## src/rtl/ls_addr_gen_pkg.sv

```systemverilog
// Shared types for the load/store address generator.
// Assumes no more than three cycles of any one kind per instruction.
package ls_addr_gen_pkg;

    // Indexing mode as encoded by the pre-index control.
    typedef enum logic {
        IDX_POST = 1'b0,
        IDX_PRE  = 1'b1
    } idx_mode_e;

    // Bus cycle cost of one transfer instruction.
    typedef struct packed {
        logic [1:0] seq;
        logic [1:0] nseq;
        logic [1:0] intl;
    } cost_t;

endpackage

```

## src/rtl/ls_addr_gen_offset.sv

```systemverilog
// Offset selection and address arithmetic.
// Picks the immediate (zero-extended) or the register offset, adds or
// subtracts it from the base, and chooses the adjusted or raw base as the
// transfer address according to the indexing mode. Purely combinational.
module ls_addr_gen_offset
    import ls_addr_gen_pkg::*;
#(
    parameter int ADDR_W = 32,
    parameter int IMM_W  = 12
) (
    input  logic [ADDR_W-1:0] base_val,
    input  logic [IMM_W-1:0]  imm_off,
    input  logic [ADDR_W-1:0] reg_off,
    input  logic              use_reg,
    input  logic              up,
    input  idx_mode_e         mode,
    output logic [ADDR_W-1:0] adjusted,
    output logic [ADDR_W-1:0] xfer_addr
);

    logic [ADDR_W-1:0] imm_ext;
    logic [ADDR_W-1:0] offset;

    // Widen the immediate to the address width; the variant depends on sizes.
    generate
        if (IMM_W < ADDR_W) begin : g_imm_pad
            assign imm_ext = {{(ADDR_W-IMM_W){1'b0}}, imm_off};
        end else begin : g_imm_trim
            assign imm_ext = imm_off[ADDR_W-1:0];
        end
    endgenerate

    // Choose the offset source and form base +/- offset.
    always_comb begin
        offset   = use_reg ? reg_off : imm_ext;
        adjusted = up ? (base_val + offset) : (base_val - offset);
    end

    // Pre-indexing uses the adjusted value, post-indexing the raw base.
    always_comb begin
        xfer_addr = (mode == IDX_PRE) ? adjusted : base_val;
    end

endmodule

```

## src/rtl/ls_addr_gen_ctrl.sv

```systemverilog
// Control decode for a single transfer.
// Derives writeback enable, unprivileged-access flag, size and direction
// strobes, and the bus cycle cost. Assumes the highest register index is
// the program counter. Purely combinational.
module ls_addr_gen_ctrl
    import ls_addr_gen_pkg::*;
#(
    parameter int IDX_W = 4
) (
    input  idx_mode_e        mode,
    input  logic             wb_bit,
    input  logic             byte_sel,
    input  logic             load,
    input  logic             priv,
    input  logic [IDX_W-1:0] data_idx,
    output logic             wb_en,
    output logic             user_acc,
    output logic             byte_acc,
    output logic             write_acc,
    output cost_t            cost
);

    localparam logic [IDX_W-1:0] PC_IDX = '1;

    logic data_is_pc;

    // Writeback and privilege: the writeback control changes meaning with mode.
    always_comb begin
        if (mode == IDX_PRE) begin
            wb_en    = wb_bit;
            user_acc = !priv;
        end else begin
            wb_en    = 1'b1;
            user_acc = !priv || wb_bit;
        end
    end

    // Size and direction strobes follow the request directly.
    always_comb begin
        byte_acc  = byte_sel;
        write_acc = !load;
    end

    // Cycle cost: stores two nonsequential, loads add a refill when PC is loaded.
    always_comb begin
        data_is_pc = (data_idx == PC_IDX);
        if (!load) begin
            cost = '{seq: 2'd0, nseq: 2'd2, intl: 2'd0};
        end else if (data_is_pc) begin
            cost = '{seq: 2'd2, nseq: 2'd2, intl: 2'd1};
        end else begin
            cost = '{seq: 2'd1, nseq: 2'd1, intl: 2'd1};
        end
    end

endmodule

```

## src/rtl/ls_addr_gen_rules.sv

```systemverilog
// Detection of forbidden register combinations.
// Flags a PC base with writeback, a PC data register on a byte transfer,
// and a post-indexed register offset sharing the base register. The flag is
// advisory; it does not alter the transfer. Purely combinational.
module ls_addr_gen_rules
    import ls_addr_gen_pkg::*;
#(
    parameter int IDX_W = 4
) (
    input  idx_mode_e        mode,
    input  logic             use_reg,
    input  logic             byte_sel,
    input  logic             wb_en,
    input  logic [IDX_W-1:0] base_idx,
    input  logic [IDX_W-1:0] data_idx,
    input  logic [IDX_W-1:0] offs_idx,
    output logic             illegal
);

    localparam logic [IDX_W-1:0] PC_IDX = '1;
    localparam int               N_RULE = 3;

    logic [N_RULE-1:0] hit;

    // Evaluate each rule separately, then merge.
    always_comb begin
        hit[0]  = (base_idx == PC_IDX) && wb_en;
        hit[1]  = (data_idx == PC_IDX) && byte_sel;
        hit[2]  = (mode == IDX_POST) && use_reg && (offs_idx == base_idx);
        illegal = |hit;
    end

endmodule

```

## src/rtl/ls_addr_gen.sv

```systemverilog
// Load/store address generator, top level.
// Registers one transfer per cycle: address, strobes, unprivileged flag,
// writeback and cost appear one clock after the request. Assumes the
// offset register value arrives already shifted. Synchronous active-low reset.
module ls_addr_gen
    import ls_addr_gen_pkg::*;
#(
    parameter int ADDR_W = 32,
    parameter int IMM_W  = 12,
    parameter int IDX_W  = 4
) (
    input  logic              clk,
    input  logic              rst_n,
    input  logic              req_valid,
    input  logic [ADDR_W-1:0] base_val,
    input  logic [IMM_W-1:0]  imm_off,
    input  logic [ADDR_W-1:0] reg_off,
    input  logic              use_reg,
    input  logic              pre_idx,
    input  logic              up,
    input  logic              byte_sel,
    input  logic              wb_bit,
    input  logic              load,
    input  logic              priv,
    input  logic [IDX_W-1:0]  base_idx,
    input  logic [IDX_W-1:0]  data_idx,
    input  logic [IDX_W-1:0]  offs_idx,
    output logic              acc_valid,
    output logic [ADDR_W-1:0] acc_addr,
    output logic              acc_byte,
    output logic              acc_write,
    output logic              acc_user,
    output logic              wb_en,
    output logic [ADDR_W-1:0] wb_value,
    output logic              illegal,
    output logic [1:0]        cyc_seq,
    output logic [1:0]        cyc_nseq,
    output logic [1:0]        cyc_int
);

    idx_mode_e         mode;
    logic [ADDR_W-1:0] adjusted;
    logic [ADDR_W-1:0] xfer_addr;
    logic              wb_c;
    logic              user_c;
    logic              byte_c;
    logic              write_c;
    logic              illegal_c;
    cost_t             cost_c;

    assign mode = idx_mode_e'(pre_idx);

    ls_addr_gen_offset #(
        .ADDR_W (ADDR_W),
        .IMM_W  (IMM_W)
    ) offset_i (
        .base_val  (base_val),
        .imm_off   (imm_off),
        .reg_off   (reg_off),
        .use_reg   (use_reg),
        .up        (up),
        .mode      (mode),
        .adjusted  (adjusted),
        .xfer_addr (xfer_addr)
    );

    ls_addr_gen_ctrl #(
        .IDX_W (IDX_W)
    ) ctrl_i (
        .mode      (mode),
        .wb_bit    (wb_bit),
        .byte_sel  (byte_sel),
        .load      (load),
        .priv      (priv),
        .data_idx  (data_idx),
        .wb_en     (wb_c),
        .user_acc  (user_c),
        .byte_acc  (byte_c),
        .write_acc (write_c),
        .cost      (cost_c)
    );

    ls_addr_gen_rules #(
        .IDX_W (IDX_W)
    ) rules_i (
        .mode     (mode),
        .use_reg  (use_reg),
        .byte_sel (byte_sel),
        .wb_en    (wb_c),
        .base_idx (base_idx),
        .data_idx (data_idx),
        .offs_idx (offs_idx),
        .illegal  (illegal_c)
    );

    // Valid and its qualified side effects clear on idle cycles.
    always_ff @(posedge clk) begin
        if (!rst_n) begin
            acc_valid <= 1'b0;
            wb_en     <= 1'b0;
            illegal   <= 1'b0;
        end else begin
            acc_valid <= req_valid;
            wb_en     <= req_valid && wb_c;
            illegal   <= req_valid && illegal_c;
        end
    end

    // Transfer data registers capture on a request and hold otherwise.
    always_ff @(posedge clk) begin
        if (!rst_n) begin
            acc_addr  <= '0;
            acc_byte  <= 1'b0;
            acc_write <= 1'b0;
            acc_user  <= 1'b0;
            wb_value  <= '0;
            cyc_seq   <= '0;
            cyc_nseq  <= '0;
            cyc_int   <= '0;
        end else if (req_valid) begin
            acc_addr  <= xfer_addr;
            acc_byte  <= byte_c;
            acc_write <= write_c;
            acc_user  <= user_c;
            wb_value  <= adjusted;
            cyc_seq   <= cost_c.seq;
            cyc_nseq  <= cost_c.nseq;
            cyc_int   <= cost_c.intl;
        end
    end

endmodule

```

## config.mk

```make
export PLATFORM = sky130hd
export DESIGN_NAME = ls_addr_gen
export DESIGN_NICKNAME = d
export VERILOG_FILES = /design/src/rtl/ls_addr_gen_pkg.sv /design/src/rtl/ls_addr_gen_offset.sv /design/src/rtl/ls_addr_gen_ctrl.sv /design/src/rtl/ls_addr_gen_rules.sv /design/src/rtl/ls_addr_gen.sv
export SDC_FILE = /design/constraint.sdc
export NUM_CORES = 1
export LEC_CHECK = 0
export CAP_MARGIN = 20
export CORE_MARGIN = 8
export CORE_UTILIZATION = 55
export DETAILED_ROUTE_END_ITERATION = 8
export DONT_BUFFER_PORTS = 1
export PLACE_DENSITY = 0.74
export RECOVER_POWER = 50
export SYNTH_ARGS = -nofsm -noshare
export SYNTH_HDL_FRONTEND = slang
export SYNTH_SLANG_ARGS = --single-unit
```

## constraint.sdc

```tcl
create_clock -name clk -period 6 [get_ports clk]
set_input_delay 0.6 -clock clk [delete_from_list [all_inputs] [get_ports clk]]
set_output_delay 0.6 -clock clk [all_outputs]
set_load 0.02 [all_outputs]
```

==> Word level (Yosys, flattened, before mapping) <==
Cells that the tools add are included.
{ "totals": {"ff_bits": 76, "inputBits": 98, "output_inout_bits": 76, "wordCells": 34} }
{ "classes": {"add_sub_neg": 2, "n_eq_ne": 3, "mux": 7, "n_bitwise": 1, "n_reduce_logical": 10} }
{ "op_table": {"columns": ["cell", "count"], "rows": [
  ["two-way mux 32 bit", 3],
  ["adder 32 bit", 1],
  ["subtractor 32 bit", 1],
  ["two-way mux 6 bit", 2],
  ["== test 4 bit (second input constant)", 2],
  ["logical AND 1 bit", 6],
  ["== test 4 bit", 1],
  ["OR reduction 3 bit", 1],
  ["logical NOT 1 bit", 2],
  ["two-way mux 1 bit", 2],
  ["logical OR 1 bit", 1],
  ["NOT 1 bit", 1]
]} }

==> Longest topological paths before layout <==
Gate-level depths: netlist of the first run.
{ "depth": {"depth_word": 5, "depth_mapped": 23, "mapped_depth_nobuf": 18} }

==> Hierarchy <==
A second synthesis of the first run with hierarchy kept.
{ "unflattened": {"hier_cells": 781, "hier_area_um2": 6532.5} }
{ "by_module_without_submodules": {"columns": ["mod", "n_inst", "cells_each", "area_per_inst_um2", "seq_area_each_um2"], "rows": [
  ["ls_addr_gen_offset", 1, 513, 3497.1, 0.0],
  ["ls_addr_gen", 1, 242, 2865.2, 1521.5],
  ["ls_addr_gen_rules", 1, 13, 100.1, 0.0],
  ["ls_addr_gen_ctrl", 1, 13, 70.1, 0.0]
]} }

==> Least setup slack after synthesis of the first run <==
OpenSTA, ideal clock, no wires.
{ "synth_timing": {"path_type": "input-to-reg", "start": "input port use_reg", "end": "register wb_value[26]", "setup_ns": 0.124, "arrival_time_ns": 5.298, "required_time_ns": 5.876, "slack_ns": 0.578, "cell_stages": 23, "path_buffers": 5, "cell_sequence": "buf_4 > buf_2 > buf_1 > buf_1 > clkbuf_1 > mux2i_1 > ha_1 > o21ai_0 > nor2_1 > and3_1 > and3_1 > nor2_1 > nor2_1 > a221oi_1 > ha_1 > o21ai_0 > nor2_1 > o41ai_2 > a31oi_4 > or3_1 > a31o_2 > xnor2_1 > o21ai_0"} }
{ "synth_between": {"elab_chain_cells": 3, "word_cells_on_any_way": 4, "cone_classes": "add/sub (2); mux (2)"} }
{ "synth_rtl": {"columns": ["element", "line_no", "source"], "rows": [
  ["start, declared", "ls_addr_gen.sv:18", "input logic use_reg,"],
  ["two-way mux 32 bit *", "ls_addr_gen_offset.sv:35", "offset = use_reg ? reg_off : imm_ext;"],
  ["subtractor 32 bit or adder 32 bit (tied branches)", "ls_addr_gen_offset.sv:36", "adjusted = up ? (base_val + offset) : (base_val - offset);"],
  ["two-way mux 32 bit *", "ls_addr_gen_offset.sv:36", null],
  ["end signal, assigned", "ls_addr_gen.sv:125", "wb_value <= adjusted;"],
  ["end, declared", "ls_addr_gen.sv:34", "output logic [ADDR_W-1:0] wb_value,"]
]} }
Every way passes the cells marked *; elsewhere a longest branch is shown, timed or not.
A chain may end at the register's enable or synchronous reset.

==> Worst setup path in the final report of the first run <==
{ "layout_timing": {"start": "input port use_reg", "end": "register wb_value[27]"} }
The elaborated chain is that of the path after synthesis.

==> results of run 1 <==
routing by layer:
layer	track usage, %	part of all wire [%]
met1	33.8	44
met4	5.93	1.4
met3	9.28	12
met2	36.8	42
met5	0	0
state kept, by name, summed over array words and instances, names as in the netlist:
name       flops
cyc_int        1
acc_byte       1
cyc_seq        2
acc_write      1
wb_value      32
cyc_nseq       1
acc_valid      1
wb_en          1
acc_user       1
illegal        1
acc_addr      32
kinds of logic (layout without fill, tap and decap cells):
logic type	after synthesis	count (layout)	share of synthesized area [%]
buffers and inverters	64	37	4.31
adders and majority gates	40	40	8.62
xor gates and xnor gates	44	44	6.54
muxes	53	53	9.01
DFF	74	74	25.1
and+or+nand+nor	255	255	20.4
other	1	1	0.0637
AOI/OAI and AO/OA	226	226	25.9
final cells by class:
type / count / area (um2)
Inverter: 21 / 78.8
Clock inverter: 4 / 51.3
Tap cell: 136 / 170
Timing Repair Buffer: 1 / 7.51
Fill cell: 973 / 4280
Sequential cell: 74 / 1480
Clock buffer: 11 / 141
Multi-Input combinational cell: 619 / 4160
report_power, final:
part           switching [mW]  internal (mW)  total [mW]
Sequential              0.119          0.550       0.669
Clock                   0.192          0.202       0.394
Combinational           0.317          0.226       0.544
Total                   0.628          0.978        1.61
cells in the final DEF (no fill, tap or decap), drive strengths merged, types with 25 or more instances in the layout:
cell type  count
a21oi         61
dfxtp         74
ha            39
mux2i         53
nand2         40
nand3         25
nor2         106
nor3          30
o21ai         53
xnor2         34
cells in the mapped netlist (3+ instances only):
master    count  area [um2]
clkbuf_1     30         113
nand4_1       7        43.8
nor4_1        5        31.3
o21ai_0      50         250
a221oi_1      4        35.0
o22ai_1       4        25.0
buf_1         8        30.0
o211ai_1      4        30.0
xnor2_1      34         298
and3_1       14        87.6
nand2b_1      5        31.3
xor2_1       10        87.6
a211oi_1     22         165
o41ai_2       3        48.8
nand3_1      25         125
nor3_1       30         150
or3_1         5        31.3
a21o_1       11        82.6
inv_1        21        78.8
ha_1         39         488
buf_4         3        22.5
o221ai_1      3        26.3
o21ai_1       3        15.0
nand2_1      40         150
a21boi_0      3        22.5
nor3b_1       4        30.0
a31oi_1      14        87.6
a32oi_1       3        26.3
o21bai_1      5        37.5
dfxtp_1      74        1480
nor4b_1       3        26.3
nor2_1      106         398
a21oi_1      60         300
a311o_1       3        30.0
mux2i_1      53         531
a311oi_1      6        52.6
path summary, 6_finish.rpt:
kind	start	end	cells after the start
max	use_reg	wb_value[27]	17
min	req_valid	acc_addr[6]	1
max reg2reg	acc_addr[30]	acc_addr[30]	2
min reg2reg	acc_addr[6]	acc_addr[6]	2
worst max-delay path, stage by stage:
cell,delay [ns]
nor3b_1,0.13
o22ai_1,0.40
nor2_1,0.16
and3_1,0.24
and3_1,0.22
nor2_1,0.23
nor2_1,0.15
a221oi_1,0.38
ha_1,0.35
a21oi_1,0.26
o21ai_0,0.16
nor3_1,0.18
a31oi_1,0.17
a221oi_1,0.63
o311ai_1,0.18
xnor2_1,0.18
o21ai_0,0.11
==> results.md, run 1 <==
* F_max at 221 MHz
* Vias in the first global route at 5,261
* Async SR Flop Fraction at 0%
* Post-DP HPWL at 15,200 um
* Die area at 14,300 um2
* Critical Path Start Type: input pin
* Core area at 10,400 um2
* Synth Cell Area at 5890 um2
* Clk_lat worst skew at 0.34 ns
* Nets@finish at 864
* Max-cap check violation count at 0
* Gate Count Post-Synth at 757
* Worst EP required at 6.23 ns
* Post-synth EDFFs at 0
* DRT antenna net count at 0
* CTS Buf Count at 9
* Starting Density at 56.8%
* Seq/Total Area, Yosys at 25.1%
* Post-synthesis register bit count at 74
* Routed wire length at 19,100 um
* Post-layout min period at 4.52 ns
* Area after DPL at 5890 um2
* Area Overhead vs Synth at 3.31%
* First-pass GRT wire length at 28,900 um
* Clock buffer depth at 2
* Syn nets at 895
* Yosys cell types at 69
* Worst Setup Path Type: in -> reg
* Crit end category: flop
* Largest net degree at the start of global routing at 92
* Antenna diode count at 0
* Synth Warn # at 0
* RSZ-0062 raised after global routing: false
* Setup TNS Final at 0 ns
* FP Rows at 37
* Post-DR wirelength/cell at 22.0 um
* Worst hold margin at 0.345 ns
* Worst-path maximum fanout at 63
* Starting DRT DRC Count at 526
* Layout Utilization at 58.7%
* Drt drc at 0
* Die width at 119 um
* Final setup viols at 0
* H-tree Lvls at 3
* Initial antenna violation count at 0
* Status: finished clean
* CTS tree: built
* Syn Area/Cell at 7.78 um2
* Placed cells at 851
* Vert. Die Dim at 119 um
* Overall Power at 1.61 mW
* Worst slew pin tran at 0.836 ns
* Final-report max-slew violation count at 0
* CTS sink count at 74
* Clock slew seen by the registers of the worst setup and hold paths at 0.08 ns
* Post-DR vias/cell at 6.56
* Hold Buf Count CTS at 0
* Leakage at 2.48 nW
* Tcrit/Tclk final at 75.3%
* Hold Path Class: in -> reg
* Final Instance Count excl. Fillers at 866
* Via count at 5,685
* Grt ovf at 0
* Ports at 174
* Maximum vdd drop at 0.171 mV
* Arrival time worst endpoint at 4.75 ns
* Final worst slack at 1.48 ns
* Setup slack, reg-to-reg at 5.01 ns
* Share of layout cells above drive strength 1 at 4.25%
* Final hold vios at 0
* DP Worst Slack at 1.15 ns
* CTS root buf: clkbuf_8
* DRT Pass-1 Iters at 5
* GPL Wtd Cong at 0.943
* Prevailing post-synth register cell: dfxtp_1
* Post-CTS Repair Setup Buffers at 0
* CTS resizes at 0
* Port bufs at 0
* Cell Pwr Density at 264 nW/um2
* Max transition margin at 44.2%
* Final Skew at 0 ns
* Total GRT Usage at 25.0%
* Design area at 6090 um2
No activity file was read; power rests on OpenSTA's default activity.
==> run 2, diff against run 1 <==
==> constraint.sdc (replaced) <==
create_clock -name clk -period 4.4 [get_ports clk]
set_input_delay 0.44 -clock clk [delete_from_list [all_inputs] [get_ports clk]]
set_output_delay 0.44 -clock clk [all_outputs]
set_load 0.02 [all_outputs]
==> run 2 against run 1 <==
Worst setup slack got worse by 1.2 ns. Critical path depth unchanged. Clock skew unchanged. Clock power increased by 13%. First-iteration DRC count decreased by 9.1%. Combinational power increased by 40%. Cell count increased by 0.92%. Sequential power increased by 36%. Worst hold slack got worse by 0.15 ns. Count of clock-buffer cells in the layout unchanged. Critical endpoint is now acc_addr[24]. Largest cell class unchanged.
==> results.md, run 2 (synthesized netlist as in run 1, its figures left out) <==
* Status: finished clean (unchanged)
* Initial antenna violation count at 0 (unchanged)
* FP Rows at 37 (unchanged)
* Multi-input logic area at 4200 um2 (was 4160 um2)
* Worst reg2reg path depth at 3 (was 2)
* Area occupied by registers at 1480 um2 (unchanged)
* Antenna diode count at 0 (unchanged)
* Final setup viols at 0 (unchanged)
* Most common cell after layout, fill and taps aside: nor2_1 (unchanged)
* CTS resizes at 0 (unchanged)
* Met2 wire len at 7960 um (was 8060 um)
* Ports at 174 (unchanged)
* Clock buffer depth at 2 (unchanged)
* Vias in the first global route at 5,380 (was 5,261)
* Nets@finish at 873 (was 864)
* CTS sink count at 74 (unchanged)
* Clk_lat worst skew at 0.33 ns (was 0.34 ns)
* Clock power share at 21.1% (was 24.5%)
* Core area at 10,400 um2 (unchanged)
* Starting DRT DRC Count at 478 (was 526)
* Critical Path Stages at 17 (unchanged)
* Post-layout min period at 4.17 ns
* Slowest CP cell: o41ai_2 (was a221oi_1)
* Hold Buf Count CTS at 0 (unchanged)
* FF-to-FF End: acc_addr[27] (was acc_addr[30])
* Arrival time worst endpoint at 4.44 ns (was 4.75 ns)
* Routed wire length at 18,600 um (was 19,100 um)
* Post-DR wirelength/cell at 21.3 um (was 22.0 um)
* First-pass GRT wire length at 28,900 um (about the same)
* Port bufs at 0 (unchanged)
* Grt ovf at 0 (unchanged)
* Metal-1 WL at 8200 um (was 8420 um)
* CTS Buf Count at 9 (unchanged)
* Share of layout cells above drive strength 1 at 6.37% (was 4.25%)
* Top sig layer: met4 (unchanged)
* Max transition margin at 48.7% (was 44.2%)
* Internal power at 1.28 mW (was 0.978 mW)
* Hold Startpoint: req_valid (unchanged)
* Most frequent cells in the layout: nor2_1 (104), dfxtp_1 (74), a21oi_1 (60) (was nor2_1 (106), dfxtp_1 (74), a21oi_1 (60))
* Critical Path Start Type: input pin (unchanged)
* GPL Wtd Cong at 0.975 (was 0.943)
* Fillers at 965 (was 973)
* F_max at 240 MHz
* Met3 Routed Length at 2200 um (was 2330 um)
* Max-cap check violation count at 0 (unchanged)
* Cell Pwr Density at 344 nW/um2 (was 264 nW/um2)
* Comb pwr share at 35.9% (was 33.8%)
* Hold Path Depth at 1 (unchanged)
* Via count at 5,749 (was 5,685)
* Largest net degree at the start of global routing at 92 (unchanged)
* Post-DP HPWL at 14,900 um (was 15,200 um)
* Final-report max-slew violation count at 0 (unchanged)
* Leakage at 2.52 nW (was 2.48 nW)
* Worst slew pin tran at 0.768 ns (was 0.836 ns)
* Crit end category: flop (unchanged)
* Worst Setup Path Type: in -> reg (unchanged)
* Design area at 6170 um2 (was 6090 um2)
* Largest regs: acc_addr: 32 flops, wb_value: 32 flops, cyc_seq: 2 flops (unchanged)
* Starting Density at 56.8% (unchanged)
* Total GRT Usage at 24.6% (was 25.0%)
* DRT Pass-1 Iters at 5 (unchanged)
* Area after DPL at 6010 um2 (was 5890 um2)
* Crit path buf inv count at 0 (unchanged)
* Sequential power share at 43.0% (was 41.6%)
* Maximum vdd drop at 0.189 mV (was 0.171 mV)
* Setup slack, reg-to-reg at 3.48 ns (was 5.01 ns)
* Area Overhead vs Synth at 4.69% (was 3.31%)
* Tcrit/Tclk final at 94.8%
* Die width at 119 um (unchanged)
* Final Instance Count excl. Fillers at 874 (was 866)
* Hold Path Class: in -> reg (unchanged)
* CTS root buf: clkbuf_8 (unchanged)
* Final hold vios at 0 (unchanged)
* CTS tree: built (unchanged)
* DRT antenna net count at 0 (unchanged)
* H-tree Lvls at 3 (unchanged)
* Post-CTS Repair Setup Buffers at 0 (unchanged)
* Worst hold margin at 0.191 ns (was 0.345 ns)
* CP delay by family, top: compound AO/OA/AOI/OAI gates (unchanged)
* Post-DR vias/cell at 6.58 (was 6.56)
* Worst EP required at 4.67 ns (was 6.23 ns)
* Vert. Die Dim at 119 um (unchanged)
* Clock slew seen by the registers of the worst setup and hold paths at 0.07 ns (was 0.08 ns)
* Drt drc at 0 (unchanged)
* Placed cells at 860 (was 851)
* Layout Utilization at 59.5% (was 58.7%)
* RSZ-0062 raised after global routing: false (unchanged)
* Sw Ratio at 39.4% (was 39.1%)
* Reg-to-reg startpoint: acc_addr[27] (was acc_addr[30])
* CP max stage delay at 0.48 ns (was 0.63 ns)
* Worst path cell trace: nor3b_1, o22ai_1, nor2_1, and3_1, and3_4, nor2_4, nor2_4, a221oi_2, ha_1, o21ai_1, nor2_1, o41ai_2, a311oi_1, a311o_1, xor2_1, mux2i_1, a21oi_1 (was nor3b_1, o22ai_1, nor2_1, and3_1, and3_1, nor2_1, nor2_1, a221oi_1, ha_1, a21oi_1, o21ai_0, nor3_1, a31oi_1, a221oi_1, o311ai_1, xnor2_1, o21ai_0)
* Hold path endpoint: acc_user (was acc_addr[6])
* Sw Pwr at 0.835 mW (was 0.628 mW)
* Die area at 14,300 um2 (unchanged)
* Final Skew at 0 ns (unchanged)
* Worst-path maximum fanout at 63 (unchanged)
==> run 2: changes by cell type in the layout (fill, tap and decap cells not counted), moves of 2 or more <==
cell     delta
o21ai_1     +5
nor2_4      +2
buf_4       +9
nor2_1      -2
o21ai_0     -5
==> run 2: power by group through the flow <==
| stage | Combinational (mW) | Sequential, mW | Clock [mW] |
|---|---|---|---|
| 2_1_floorplan | 0.622 | 0.898 | 0 |
| 3_3_place_gp | 0.727 | 0.928 | 0 |
| 3_5_place_dp | 0.745 | 0.929 | 0 |
| 4_1_cts | 0.750 | 0.914 | 0.453 |
| 5_1_grt | 0.834 | 0.920 | 0.474 |
| 6_report | 0.761 | 0.911 | 0.447 |
==> run 2: area by class of cell <==
| class | count | share of cell area (%) |
|---|---|---|
| clock buffer | 11 | 2.29 |
| clock inverter | 3 | 0.284 |
| timing repair buffer | 10 | 1.22 |
| sequential | 74 | 24.0 |
| multi-input combinational | 619 | 68.1 |
| inverter | 21 | 1.28 |
| tap | 136 | 2.76 |
==> run 2: per-layer routing <==
layer | vias to the layer above | global-route usage [%]
li1 | 2738 | -
met1 | 2696 | 32.5
met2 | 293 | 37.3
met3 | 22 | 8.53
met4 | 0 | 6.71
met5 | - | 0
==> run 2: worst max-delay path by stage <==
stage	start	to	slack [ns]
finish	use_reg	acc_addr[24]	0.23
global route	use_reg	wb_value[29]	0.02
CTS	use_reg	wb_value[29]	0.32
detailed placement	use_reg	wb_value[29]	-0.02
global placement	use_reg	acc_addr[24]	0.03
floorplan	use_reg	wb_value[26]	-0.03
==> run 2: stage by stage <==
| step | power, mW | TNS [ns] | worst slack, ns |
|---|---|---|---|
| 6_report | 2.12 | 0 | 0.231 |
| 5_1_grt | 2.23 | 0 | 0.0174 |
| 4_1_cts | 2.12 | 0 | 0.317 |
| 3_5_place_dp | 1.67 | -0.0201 | -0.0201 |
| 3_3_place_gp | 1.65 | 0 | 0.0288 |
| 2_1_floorplan | 1.52 | -0.0695 | -0.0260 |
